<file path="src/rtl/cbx_pkg.sv">
package cbx_pkg;
  localparam int BYTE_W  = 8;
  localparam int SEL_W   = 3;
  localparam int NSRC    = 1 << SEL_W;
  localparam int MEM_SEL = 6;
  localparam int ADDR_W  = 16;

  // flag byte positions
  localparam int FL_S = 7;
  localparam int FL_Z = 6;
  localparam int FL_Y = 5;
  localparam int FL_H = 4;
  localparam int FL_X = 3;
  localparam int FL_P = 2;
  localparam int FL_N = 1;
  localparam int FL_C = 0;

  typedef enum logic [1:0] {
    CLS_SHIFT = 2'b00,
    CLS_TEST  = 2'b01,
    CLS_CLR   = 2'b10,
    CLS_SET   = 2'b11
  } cls_e;

  typedef struct packed {
    cls_e             cls;
    logic [2:0]       sub;
    logic [SEL_W-1:0] sel;
    logic             on_mem;
  } dec_t;
endpackage

</file>
<file path="src/rtl/cbx_decode.sv">
module cbx_decode
  import cbx_pkg::*;
(
  input  logic [BYTE_W-1:0] opcode,
  output dec_t              dec
);
  always_comb begin
    dec.cls    = cls_e'(opcode[7:6]);
    dec.sub    = opcode[5:3];
    dec.sel    = opcode[SEL_W-1:0];
    dec.on_mem = (opcode[SEL_W-1:0] == SEL_W'(MEM_SEL));
  end
endmodule

</file>
<file path="src/rtl/cbx_shift.sv">
module cbx_shift #(
  parameter int W = 8
) (
  input  logic [W-1:0] opnd,
  input  logic         cin,
  input  logic [2:0]   sub,
  output logic [W-1:0] res,
  output logic         cout
);
  logic out_left;
  always_comb begin
    out_left = ~sub[0];
    unique case (sub)
      3'd0: res = {opnd[W-2:0], opnd[W-1]};
      3'd1: res = {opnd[0], opnd[W-1:1]};
      3'd2: res = {opnd[W-2:0], cin};
      3'd3: res = {cin, opnd[W-1:1]};
      3'd4: res = {opnd[W-2:0], 1'b0};
      3'd5: res = {opnd[W-1], opnd[W-1:1]};
      3'd6: res = {opnd[W-2:0], 1'b1};
      default: res = {1'b0, opnd[W-1:1]};
    endcase
    cout = out_left ? opnd[W-1] : opnd[0];
  end
endmodule

</file>
<file path="src/rtl/cbx_bitop.sv">
module cbx_bitop #(
  parameter int W = 8,
  localparam int IW = $clog2(W)
) (
  input  logic [W-1:0]  opnd,
  input  logic [IW-1:0] idx,
  input  logic          do_set,
  output logic [W-1:0]  res,
  output logic          tested
);
  logic [W-1:0] mask;
  always_comb begin
    mask   = '0;
    mask[idx] = 1'b1;
    res    = do_set ? (opnd | mask) : (opnd & ~mask);
    tested = |(opnd & mask);
  end
endmodule

</file>
<file path="src/rtl/cbx_unit.sv">
module cbx_unit
  import cbx_pkg::*;
#(
  parameter int CYC_REG      = 8,
  parameter int CYC_TEST_MEM = 12,
  parameter int CYC_RMW_MEM  = 15,
  localparam int CYC_W = $clog2(CYC_RMW_MEM + 1)
) (
  input  logic                 clk,
  input  logic                 rst_n,
  input  logic                 in_valid,
  input  logic [BYTE_W-1:0]    opcode,
  input  logic [BYTE_W-1:0]    rf_b,
  input  logic [BYTE_W-1:0]    rf_c,
  input  logic [BYTE_W-1:0]    rf_d,
  input  logic [BYTE_W-1:0]    rf_e,
  input  logic [BYTE_W-1:0]    rf_h,
  input  logic [BYTE_W-1:0]    rf_l,
  input  logic [BYTE_W-1:0]    rf_a,
  input  logic [BYTE_W-1:0]    mem_rdata,
  input  logic [BYTE_W-1:0]    flags_in,
  input  logic [ADDR_W-1:0]    addr_latch,
  output logic                 out_valid,
  output logic [BYTE_W-1:0]    result,
  output logic [SEL_W-1:0]     reg_sel,
  output logic                 reg_we,
  output logic                 mem_we,
  output logic [BYTE_W-1:0]    flags_out,
  output logic [CYC_W-1:0]     cycles
);
  // reset: asserted asynchronously, released on a clock edge
  logic [1:0] rst_pipe;
  logic       rst_int_n;
  always_ff @(posedge clk or negedge rst_n) begin
    if (!rst_n) rst_pipe <= 2'b00;
    else        rst_pipe <= {rst_pipe[0], 1'b1};
  end
  assign rst_int_n = rst_pipe[1];

  dec_t dec;
  cbx_decode u_dec (.opcode(opcode), .dec(dec));

  // operand selection
  logic [BYTE_W-1:0] src [NSRC];
  logic [BYTE_W-1:0] opnd;
  assign src[0] = rf_b;
  assign src[1] = rf_c;
  assign src[2] = rf_d;
  assign src[3] = rf_e;
  assign src[4] = rf_h;
  assign src[5] = rf_l;
  assign src[6] = mem_rdata;
  assign src[7] = rf_a;
  assign opnd   = src[dec.sel];

  logic [BYTE_W-1:0] sh_res, bo_res;
  logic              sh_c, bo_tested;

  cbx_shift #(.W(BYTE_W)) u_sh (
    .opnd(opnd), .cin(flags_in[FL_C]), .sub(dec.sub),
    .res(sh_res), .cout(sh_c)
  );

  cbx_bitop #(.W(BYTE_W)) u_bo (
    .opnd(opnd), .idx(dec.sub), .do_set(dec.cls == CLS_SET),
    .res(bo_res), .tested(bo_tested)
  );

  // next-state logic
  logic [BYTE_W-1:0] res_n, fl_n, xy_src;
  logic [CYC_W-1:0]  cyc_n;
  logic              writes, rwe_n, mwe_n;

  always_comb begin
    xy_src = dec.on_mem ? addr_latch[ADDR_W-1 -: BYTE_W] : opnd;
    res_n  = opnd;
    fl_n   = flags_in;
    unique case (dec.cls)
      CLS_SHIFT: begin
        res_n       = sh_res;
        fl_n        = '0;
        fl_n[FL_S]  = sh_res[7];
        fl_n[FL_Z]  = (sh_res == '0);
        fl_n[FL_Y]  = sh_res[5];
        fl_n[FL_X]  = sh_res[3];
        fl_n[FL_P]  = ~^sh_res;
        fl_n[FL_C]  = sh_c;
      end
      CLS_TEST: begin
        res_n       = opnd;
        fl_n[FL_S]  = bo_tested & (dec.sub == 3'd7);
        fl_n[FL_Z]  = ~bo_tested;
        fl_n[FL_Y]  = xy_src[5];
        fl_n[FL_H]  = 1'b1;
        fl_n[FL_X]  = xy_src[3];
        fl_n[FL_P]  = ~bo_tested;
        fl_n[FL_N]  = 1'b0;
      end
      default: res_n = bo_res;
    endcase
    writes = (dec.cls != CLS_TEST);
    rwe_n  = in_valid & writes & ~dec.on_mem;
    mwe_n  = in_valid & writes &  dec.on_mem;
    if (!dec.on_mem)      cyc_n = CYC_W'(CYC_REG);
    else if (!writes)     cyc_n = CYC_W'(CYC_TEST_MEM);
    else                  cyc_n = CYC_W'(CYC_RMW_MEM);
  end

  // registered output stage
  always_ff @(posedge clk or negedge rst_int_n) begin
    if (!rst_int_n) begin
      out_valid <= 1'b0;
      reg_we    <= 1'b0;
      mem_we    <= 1'b0;
    end else begin
      out_valid <= in_valid;
      reg_we    <= rwe_n;
      mem_we    <= mwe_n;
    end
  end

  always_ff @(posedge clk or negedge rst_int_n) begin
    if (!rst_int_n) begin
      result    <= '0;
      reg_sel   <= '0;
      flags_out <= '0;
      cycles    <= '0;
    end else if (in_valid) begin
      result    <= res_n;
      reg_sel   <= dec.sel;
      flags_out <= fl_n;
      cycles    <= cyc_n;
    end
  end
endmodule

</file>
<file path="config.mk">
export PLATFORM = sky130hd
export DESIGN_NAME = cbx_unit
export DESIGN_NICKNAME = d
export VERILOG_FILES = /design/src/rtl/cbx_pkg.sv /design/src/rtl/cbx_decode.sv /design/src/rtl/cbx_shift.sv /design/src/rtl/cbx_bitop.sv /design/src/rtl/cbx_unit.sv
export SDC_FILE = /design/constraint.sdc
export NUM_CORES = 1
export LEC_CHECK = 0
export BUFFER_PORTS_ARGS = -buffer_cell sky130_fd_sc_hd__clkbuf_2
export CORE_UTILIZATION = 44
export CTS_BUF_LIST = sky130_fd_sc_hd__clkbuf_8 sky130_fd_sc_hd__clkbuf_16
export DETAILED_ROUTE_END_ITERATION = 12
export PLACE_DENSITY = 0.81
export SLEW_MARGIN = 15
export SYNTH_ARGS = -nofsm -noshare
export SYNTH_HDL_FRONTEND = slang
export SYNTH_SLANG_ARGS = --single-unit
</file>
<file path="constraint.sdc">
create_clock -name clk -period 1.07 [get_ports clk]
set_input_delay 0.107 -clock clk [delete_from_list [all_inputs] [get_ports clk]]
set_output_delay 0.107 -clock clk [all_outputs]
set_load 0.02 [all_outputs]
</file>
== Word level (Yosys, flattened, before mapping) ==
Index checks and enable logic that the tools add are counted.

* Eq/ne operators: 11
* Multiplexer cells: 14
* Bitwise gates (word level): 11
* Reduce and logical (&&, ||, !) cells: 6
* Order comparisons: 3

{| class="wikitable"
|+ Operator list
! cell !! number
|-
| $pmux W8 S7 || 1
|-
| $bmux W8 S3 || 1
|-
| $mux W8 || 3
|-
| $and A8 B8 Y8 || 2
|-
| $pmux W8 S2 || 1
|-
| $eq A3 B3 Y1 const B || 5
|-
| $pmux W7 S2 || 1
|-
| $logic_not A8 Y1 || 1
|-
| $not A8 Y8 || 1
|-
| $or A8 B8 Y8 || 1
|-
| $reduce_or A8 Y1 || 1
|-
| $reduce_xnor A8 Y1 || 1
|-
| $eq A3 B2 Y1 const B || 2
|-
| $mux W6 || 1
|-
| $and A1 B1 Y1 || 4
|-
| $ge A4 B4 Y1 const B || 1
|-
| $lt A3 B4 Y1 const B || 1
|-
| $not A3 Y4 || 1
|-
| $demux W1 S3 || 1
|-
| $eq A3 B1 Y1 const B || 1
|-
| $ge A3 B1 Y1 const B || 1
|-
| $logic_not A3 Y1 || 1
|-
| $mux W1 || 3
|-
| $mux W3 || 1
|-
| 7 further kinds || 8
|}

* Input bits: 99
* Word-level logic and storage cells: 53
* Register bits after elaboration: 28
* Output and inout port bits: 26

== Logic depth before layout (Yosys ltp) ==
Gate-level depths: netlist of the first run.

* Word-level depth: 8
* Mapped depth: 13
* Mapped depth without buffers: 10

== Cells and area by module ==
From an unflattened synthesis of the first run, not the netlist that was laid out.

* Cell total of the unflattened synthesis: 215
* Area total of the unflattened synthesis: 2,259.7 um2

{| class="wikitable"
|+ By module, submodules not included
! module !! seq. area each (um2) !! area an instance (um2) !! cells an instance !! instances
|-
| cbx_unit || 675.6 || 1,791.7 || 166 || 1
|-
| cbx_bitop || 0.0 || 227.7 || 22 || 1
|-
| cbx_shift || 0.0 || 171.4 || 18 || 1
|-
| cbx_decode || 0.0 || 68.8 || 9 || 1
|}

== Worst setup path after synthesis of the first run ==
No wires, ideal clock.

* Path type: in2reg
* From: input opcode[0]
* To: register flags_out[2]
* Library setup time: 0.133 ns
* Data arrival time: 2.143 ns
* Buffers on the path: 3
* Data required time: 0.937 ns
* Path slack: -1.206 ns
* Stages on the path: 13
* Path through: buf_6 -> buf_6 -> buf_2 -> mux2i_1 -> nand2_1 -> nand3_1 -> nor2_1 -> o31ai_1 -> ha_1 -> xnor2_1 -> xnor2_1 -> a221oi_1 -> o22ai_1

* Cells in the longest elaborated chain, start to end: 8
* Elaborated cells on any way between the ends: 10
* Classes of those cells: mux: 5; bitwise: 3; reduce/logical: 2

{| class="wikitable"
|+ Ends and longest elaborated chain
! element !! RTL line !! RTL
|-
| from (decl) || cbx_unit.sv:12 || <nowiki>input logic [BYTE_W-1:0] opcode,</nowiki>
|-
| $not A3 Y4 (implied by the code) * || cbx_unit.sv:54 || <nowiki>assign opnd = src[dec.sel];</nowiki>
|-
| $bmux W8 S3 * || cbx_unit.sv:54 ||
|-
| $mux W8 (implied by the code) * (2 in series) || cbx_unit.sv:54 ||
|-
| parallel branches: the longest is 3 deep, another holds $pmux W8 S7 || n/a ||
|-
| $pmux W7 S2 * || cbx_unit.sv:78 || <nowiki>unique case (dec.cls)</nowiki>
|-
| to (signal assigned) || cbx_unit.sv:131 || <nowiki>flags_out <= fl_n;</nowiki>
|-
| to (decl) || cbx_unit.sv:28 || <nowiki>output logic [BYTE_W-1:0] flags_out,</nowiki>
|}

Mark *: on every way between the ends. The select of a mux whose other input is x is not followed.
A chain may end at the register's enable or synchronous reset.

== Worst setup path in the final report of the first run ==
Same ends and word-level chain as after synthesis.

==> reports/results.ini, run 1 <==
[job]
max-cap-violations=0

[synth]
synth_fp_nets=346
synth_top_area_share=0.315
synth_seq_cells=27
synth_area_per_cell_um2=8.83
async_flop_share=1.00
synth_enable_flop_cells=0
ys_warn_count=0
synth_ff_type=dfrtp_1
netlist_area_mm2=0.00214
ys_seq_area_frac=0.315
synth_cell_type_count=49
syn_inst=243
yosysTopAreaCell=dfrtp_1
synthTopCellsByArea=dfrtp_1, mux2i_1, mux2_2

[grt]
grt_max_degree=26
antenna_found_initial=0
track_usage=0.260
grt_overflow=0
grt_pass1_wl_mm=10.6
grt_pass1_vias=2322

[setup_path]
required_ns=1.22
critPathArrivalTime_ns=2.11
crit_family=multiplexers
slowest_delay_ns=0.51
ff2ff_setup_slack_ns=-0.02
end_kind=flop
r2r_end=flags_out[7]
crit_buf_inv=2
cp_max_fo=7
r2r_cells=3
crit_chain=clkbuf_16 -> buf_6 -> mux4_2 -> mux2i_4 -> mux2_4 -> ha_4 -> xnor2_2 -> xnor2_1 -> a221oi_2 -> o22ai_1
start_kind=input pin
path_class=input pin to flop
reg2reg_from=flags_out[7]
slowest_stage=mux4_2

[route]
drtAntennaViolNets=0
wirelength_mm=7.35
via_per_inst=5.70
wl_per_cell_um=16.2
dr.pass1.iters=4
drc=0
drt_first_iter_violations=187
num_vias=2587

[sta]
fmax_ghz=0.512
setup_viol=14
maxSlewViolCount=0
period_share=1.83
rsz0062_at_grt=true
fin_tns_setup_ns=-6.46
finalHoldViolations=0
fin_ws_ns=-0.883
post-route-min-period_ns=1.95
fin_skew_ns=0.00174

[status]
outcome=complete, but fails checks
violations=setup timing

[cts]
cts_buffers=3
cts_num_sinks=27
path_clk_slew_ns=0.09
max-clock-path-buffers=2
clkLatencyLatePin_ns=0.27
cts_tree=yes
h-tree-depth=1
root_buffer=clkbuf_8

[hold_path]
whs_path_depth=3
hold_end=flags_out[1]
min_path_type=input pin to flop
min_from=flags_in[1]

[layout]
areaGrowthSynthToFinish_pct=64.8
nets=504
final_cells=454
final_common_cell=clkbuf_2
fin_area_mm2=0.00353
diodes=0
drive_gt1_frac=0.590
final_cell_mix=clkbuf_2, buf_4, dfrtp_1, mux2i_1, nand2_1
final_util=0.753

[power_and_ir_drop]
power.total_mw=3.59
p_leak_nw=1.79
peakVddDrop_v=0.000625
p_per_area_mw_per_mm2=1010

[placement]
numPortBuffers=110
dp.cells=438
placed_area_mm2=0.00315
gp_congestion=0.925
dp_hpwl_mm=5.18

[floorplan]
die_w_um=71.8
start_util=0.457
io_pins=125
die_h_um=71.8
core-area_mm2=0.00469
die_area_mm2=0.00516
rows=25

[cell usage after synthesis (all sizes together) (3+ instances only)]
library cell  instances
a22oi                12
ha                    4
mux2                 10
a21oi                16
nand3                 5
dfrtp                27
inv                   7
nor3                  3
nor2                 26
or2                   4
mux4                  4
nand2                27
o22ai                 4
xnor2                 3
o21ai                10
buf                   8
mux2i                26
clkbuf               11
[flip-flops by register name, summed over array words and instances (netlist names)]
name	count
reg_sel	3
reg_we	1
flags_out	8
out_valid	1
cycles	3
result	8
rst_pipe	2
mem_we	1
[layout make-up]
class	instances	area [um2]
Multi-Input combinational cell	190	1600
Fill cell	318	1160
Timing Repair Buffer	172	1120
Sequential cell	27	676
Tap cell	54	67.6
Clock buffer	3	41.3
Inverter	7	26.3
Clock inverter	1	5.00
[worst min-delay path: cells and delay by family]
| family | cells | cell delay, ns |
|---|---|---|
| AND/OR/NAND/NOR | 1 | 0.06 |
| buffers and inverters | 1 | 0.08 |
| AO/OA/AOI/OAI | 1 | 0.08 |
[power by group]
group | internal (mW) | switching [mW] | leakage [nW]
Combinational | 0.946 | 0.884 | 1.45
Sequential | 1.13 | 0.0601 | 0.314
Clock | 0.261 | 0.307 | 0.0255
Total | 2.33 | 1.25 | 1.79
[worst max path at each step]
| stage | start | endpoint | slack [ns] | cells after the start |
|---|---|---|---|---|
| final | opcode[0] | flags_out[2] | -0.88 | 10 |
| after global routing | opcode[0] | flags_out[2] | -0.95 | 11 |
| after CTS | opcode[0] | flags_out[2] | -0.87 | 11 |
| after detailed placement | opcode[0] | flags_out[2] | -1.30 | 12 |
| after global placement | opcode[0] | flags_out[2] | -1.24 | 10 |
| after floorplan | opcode[0] | flags_out[2] | -1.08 | 12 |
[repair_timing]
item | CTS | global route
hold buffers | 1 | 0
resized for setup | 17 | 33
pin swaps | 11 | 20
endpoints found under the setup margin | 14 | 15
setup buffers | 6 | 3
hold endpoints to repair | 2 | 0
gates cloned | 1 | 1
[routing by layer]
metal  up-vias  GRT usage  share of wire
met5         -          0              0
met4         0     0.0370          0.026
met3        24     0.0422          0.064
met2       130      0.449           0.51
met1      1225      0.351           0.40
li1       1208          -              -
[metrics by stage]
stage,hold slack (ns),setup slack (ns)
6_report,0.0887,-0.883
2_1_floorplan,-0.189,-1.08
3_5_place_dp,-0.106,-1.30
4_1_cts,0.0925,-0.874
3_3_place_gp,-0.107,-1.24
5_1_grt,0.101,-0.948
[cell families (layout without fill, tap and decap cells)]
kind of cell,Yosys count,in the layout,synth area share
AO/OA/AOI/OAI,63,63,0.197
XOR/XNOR,3,3,0.0123
adder cells (fa/ha/maj),4,4,0.0233
buffers and inverters,26,183,0.0578
flip-flops,27,27,0.315
multiplexers,40,40,0.222
other,1,1,0.00175
AND/OR/NAND/NOR,79,79,0.172
Power figures use the tool's default switching activity.
==> run 2, diff against run 1 <==
--- a/config.mk
+++ b/config.mk
@@ -6,6 +6,7 @@
 export NUM_CORES = 1
 export LEC_CHECK = 0
 export BUFFER_PORTS_ARGS = -buffer_cell sky130_fd_sc_hd__clkbuf_2
+export CORE_ASPECT_RATIO = 0.5
 export CORE_UTILIZATION = 44
 export CTS_BUF_LIST = sky130_fd_sc_hd__clkbuf_8 sky130_fd_sc_hd__clkbuf_16
 export DETAILED_ROUTE_END_ITERATION = 12
==> reports/results.ini, run 2 (synthesis gave the netlist of run 1 again) <==
[route]
drc=0
drtAntennaViolNets=0
wirelength_mm=7.41
wl_per_cell_um=15.7
num_vias=2492
via_per_inst=5.29
dr.pass1.iters=4
drt_first_iter_violations=130

[power_and_ir_drop]
clkPwrFrac=0.167
p_seq_frac=0.329
peakVddDrop_v=0.000528
p_per_area_mw_per_mm2=1020
p_sw_frac=0.356
switchingPower_mw=1.29
p_leak_nw=1.79
power_frac_comb=0.504
p_int_mw=2.33

[cts]
max-clock-path-buffers=2
cts_tree=yes
path_clk_slew_ns=0.10
cts_buffers=3
h-tree-depth=1
clkLatencyLatePin_ns=0.28
cts_num_sinks=27
root_buffer=clkbuf_8

[placement]
numPortBuffers=110
gp_congestion=0.910
dp_hpwl_mm=5.80
dp.cells=452

[hold_path]
min_path_type=input pin to flop

[sta]
setup_viol=14
maxSlewViolCount=0
fin_ws_ns=-0.865
period_share=1.81
fmax_ghz=0.517
finalHoldViolations=0
rsz0062_at_grt=true
post-route-min-period_ns=1.93
fin_skew_ns=0.00106
fin_tns_setup_ns=-6.67

[layout]
final_cells=471
final_common_cell=clkbuf_2
nets=509
diodes=0
fillers=342
multi_input_area_mm2=0.00159
reg.largest.list=flags_out (8), result (8)
regArea_um2=676
final_cell_mix=clkbuf_2, buf_4, dfrtp_1, nand2_1
areaGrowthSynthToFinish_pct=65.6
drive_gt1_frac=0.590

[grt]
antenna_found_initial=0
grt_pass1_wl_mm=11.4
grt_max_degree=26
track_usage=0.288
grt_overflow=0
grt_pass1_vias=2456

[setup_path]
critPathArrivalTime_ns=2.10
path_class=input pin to flop
crit_chain=clkbuf_16 -> buf_8 -> mux2i_2 -> a22oi_1 -> nand2_1 -> a32oi_2 -> o31ai_4 -> ha_4 -> xnor2_2 -> xnor2_1 -> a221oi_2 -> o22ai_1
crit_family=compound AO/OA/AOI/OAI gates
crit_buf_inv=2
cp_max_fo=13
required_ns=1.23
start_kind=input pin
slowest_stage=a32oi_2
end_kind=flop
slowest_delay_ns=0.26

[status]
violations=setup timing
outcome=complete, but fails checks

[floorplan]
rows=17
die_w_um=101
die_area_mm2=0.00517
die_h_um=51.4
start_util=0.473
core-area_mm2=0.00453
io_pins=125

[job]
max-cap-violations=0

## run 2: changes by cell type in the layout (fill, tap and decap cells not counted), moves of 2 or more
cell,change
buf_4,+5
a22oi_1,+2
a22oi_2,-2
mux2i_1,-2
mux2i_2,+2
nand2_2,-2
## run 2: worst reg2reg max path, cell delays in order (launching register included)
cell,delay (ns)
dfrtp_1,0.38
or2_2,0.28
nor3b_1,0.14
a22o_1,0.18
## run 2: power by group through the flow
stage | clock network (mW) | logic [mW] | registers, mW
CTS | 0.606 | 1.69 | 1.19
detailed placement | 0 | 1.52 | 1.21
global route | 0.667 | 1.95 | 1.20
global placement | 0 | 1.49 | 1.20
floorplan | 0 | 0.779 | 1.35
finish | 0.602 | 1.82 | 1.19
## run 2: timing repair
item	4_1_cts	5_1_grt
hold buffers	1	0
endpoints found under the hold margin	2	0
pin swaps	12	15
endpoints found under the setup margin	14	15
buffers inserted	9	5
gates resized for setup	28	22
cloned	1	0
## run 2: cell type report
class / instances / area share
clock buffers: 3 / 0.0116
repair buffers: 177 / 0.317
clock inverters: 1 / 0.00211
multi-input cells: 190 / 0.449
flip-flops and latches: 27 / 0.190
well taps: 66 / 0.0232
inverters: 7 / 0.00740
## run 2: final timing paths
check | to | depth (start not counted) | start | slack (ns)
setup / recovery | flags_out[2] | 12 | opcode[0] | -0.86
hold / removal | flags_out[1] | 3 | flags_in[1] | 0.08
setup reg to reg | flags_out[7] | 3 | flags_out[7] | -0.02
hold reg to reg | flags_out[4] | 1 | rst_pipe[1] | 0.25
max in group asynchronous | reg_sel[0] | 1 | rst_pipe[1] | 0.57
min in group asynchronous | rst_pipe[0] | 2 | rst_n | 0.14
## run 2: routing by layer
metal | GRT usage | wire [um] | vias to the layer above | part of all wire
li1 | - | - | 1208 | -
met2 | 0.527 | 3690 | 112 | 0.50
met1 | 0.381 | 3200 | 1168 | 0.43
met3 | 0.0274 | 486 | 4 | 0.066
met5 | 0 | 0 | - | 0
met4 | 0.0386 | 31 | 0 | 0.0042
## run 2: per-stage QoR
step	util	worst slack, ns	hold WS, ns	power [mW]	cell area [um2]
after floorplan	-	-1.08	-0.189	2.13	2260
after global placement	0.698	-1.39	-0.108	2.69	3160
after detailed placement	0.698	-1.51	-0.100	2.73	3160
after CTS	0.753	-0.901	0.0847	3.48	3410
after global routing	0.784	-0.957	0.0807	3.82	3550
final	0.784	-0.865	0.0827	3.61	3550
==> run 3, diff against run 2 <==
--- a/config.mk
+++ b/config.mk
@@ -15,3 +15,4 @@
 export SYNTH_ARGS = -nofsm -noshare
 export SYNTH_HDL_FRONTEND = slang
 export SYNTH_SLANG_ARGS = --single-unit
+export TNS_END_PERCENT = 20
==> reports/results.ini, run 3 (synthesis gave the netlist of run 1 again) <==
[status]
outcome=complete, but fails checks
violations=setup timing

[cts]
cts_num_sinks=27
h-tree-depth=1
clkLatencyLatePin_ns=0.27
cts_buffers=3
root_buffer=clkbuf_8
cts_tree=yes
max-clock-path-buffers=2
path_clk_slew_ns=0.09

[route]
drtAntennaViolNets=0
wirelength_mm=7.52
num_vias=2541
wl_per_cell_um=15.9
via_per_inst=5.37
drt_first_iter_violations=98
drc=0
dr.pass1.iters=4

[floorplan]
core-area_mm2=0.00453
rows=17
die_h_um=51.4
io_pins=125
die_w_um=101
start_util=0.473
die_area_mm2=0.00517

[layout]
reg.largest.list=flags_out (8), result (8)
nets=511
drive_gt1_frac=0.580
final_cell_mix=clkbuf_2, buf_4, dfrtp_1, mux2i_1, nand2_1
final_common_cell=clkbuf_2
areaGrowthSynthToFinish_pct=66.0
final_cells=473
diodes=0

[setup_path]
critPathArrivalTime_ns=2.16
start_kind=input pin
crit_family=compound AO/OA/AOI/OAI gates
path_class=input pin to flop
cp_max_fo=7
crit_buf_inv=3
required_ns=1.22
crit_path_start=opcode[0]
cpMostUsedCell=xnor2_2
crit_chain=clkbuf_16 -> bufbuf_16 -> mux2i_2 -> a22oi_2 -> buf_4 -> a41oi_2 -> o221a_4 -> ha_4 -> xnor2_2 -> xnor2_2 -> a221oi_2 -> o22ai_1
slowest_delay_ns=0.25
reg2reg_from=flags_out[7]
end_kind=flop
slowest_stage=bufbuf_16

[placement]
dp.cells=456
pre_cts_ws_ns=-1.49
numPortBuffers=110
dp_hpwl_mm=5.85
gp_congestion=0.900

[power_and_ir_drop]
clkPwrFrac=0.161
p_int_mw=2.34
peakVddDrop_v=0.000607
p_leak_nw=1.81
switchingPower_mw=1.26
p_sw_frac=0.351
p_per_area_mw_per_mm2=1010
p_seq_frac=0.330
power_frac_comb=0.509

[hold_path]
min_path_type=input pin to flop
min_from=flags_in[1]

[sta]
fin_ws_ns=-0.941
fmax_ghz=0.497
rsz0062_at_grt=true
period_share=1.88
maxSlewViolCount=0
post-route-min-period_ns=2.01
fin_skew_ns=0.00333
setup_viol=14
finalHoldViolations=0

[grt]
grt_overflow=0
grt_pass1_vias=2415
grt_max_degree=26
antenna_found_initial=0
grt_pass1_wl_mm=11.5
track_usage=0.289

[job]
max-cap-violations=0

-- run 3: cell types whose count changed in the layout (fill, tap and decap cells not counted), moves of 2 or more --
| cell | before | now |
|---|---|---|
| clkbuf_2 | 107 | 109 |
| a22oi_1 | 8 | 11 |
| a22oi_2 | 4 | 1 |
| buf_12 | 0 | 3 |
| a21oi_1 | 12 | 14 |
| o21ai_2 | 2 | 4 |
| a21oi_2 | 4 | 2 |
| buf_6 | 8 | 5 |
| o21ai_4 | 2 | 0 |
-- run 3: final cells by class --
class	instances	area, um2
timing repair buffer	179	1180
inverter	7	26.3
fill	313	970
multi-input combinational	190	1550
clock buffer	3	41.3
clock inverter	1	7.51
sequential	27	676
tap	66	82.6
-- run 3: layer usage --
layer | GRT usage | vias to the layer above | wire length [um]
met5 | 0 | - | 0
met4 | 0.0580 | 0 | 81
met3 | 0.0465 | 10 | 568
met2 | 0.507 | 114 | 3590
met1 | 0.380 | 1202 | 3280
li1 | - | 1215 | -
-- run 3: worst min-delay path, delay by kind of cell --
kind / cells / cell delay [ns]
buf+inv: 1 / 0.07
simple gates: 1 / 0.06
compound gates: 1 / 0.06
-- run 3: path summary, 6_finish.rpt --
kind | depth (start not counted) | slack (ns) | to
setup / recovery | 12 | -0.94 | flags_out[2]
hold / removal | 3 | 0.07 | flags_out[1]
setup reg to reg | 3 | -0.01 | flags_out[7]
hold reg to reg | 1 | 0.23 | cycles[2]
max in group asynchronous | 1 | 0.60 | result[7]
min in group asynchronous | 2 | 0.15 | rst_pipe[0]
-- run 3: through the flow --
stage	hold slack [ns]	util	cell area [um2]	setup TNS, ns	power, mW
after floorplan	-0.189	-	2250	-7.73	2.12
after global placement	-0.107	0.711	3220	-11.69	2.73
after detailed placement	-0.105	0.711	3220	-12.57	2.76
after CTS	0.0701	0.775	3510	-6.87	3.51
after global routing	0.113	0.786	3560	-7.92	3.78
final	0.0719	0.786	3560	-6.99	3.60
-- run 3: timing repair --
item | CTS | global route
hold buffers | 1 | 0
pin swaps | 23 | 10
cloned | 1 | 0
buffers inserted | 11 | 1
endpoints found under the hold margin | 2 | 0
setup endpoints to repair | 14 | 14
resized for setup | 25 | 10
-- run 3: power groups by stage --
| stage | Combinational (mW) | Sequential [mW] | Clock [mW] |
|---|---|---|---|
| after floorplan | 0.775 | 1.35 | 0 |
| after detailed placement | 1.56 | 1.21 | 0 |
| final | 1.83 | 1.19 | 0.581 |
| after global routing | 1.96 | 1.20 | 0.628 |
| after CTS | 1.73 | 1.19 | 0.594 |
| after global placement | 1.53 | 1.20 | 0 |
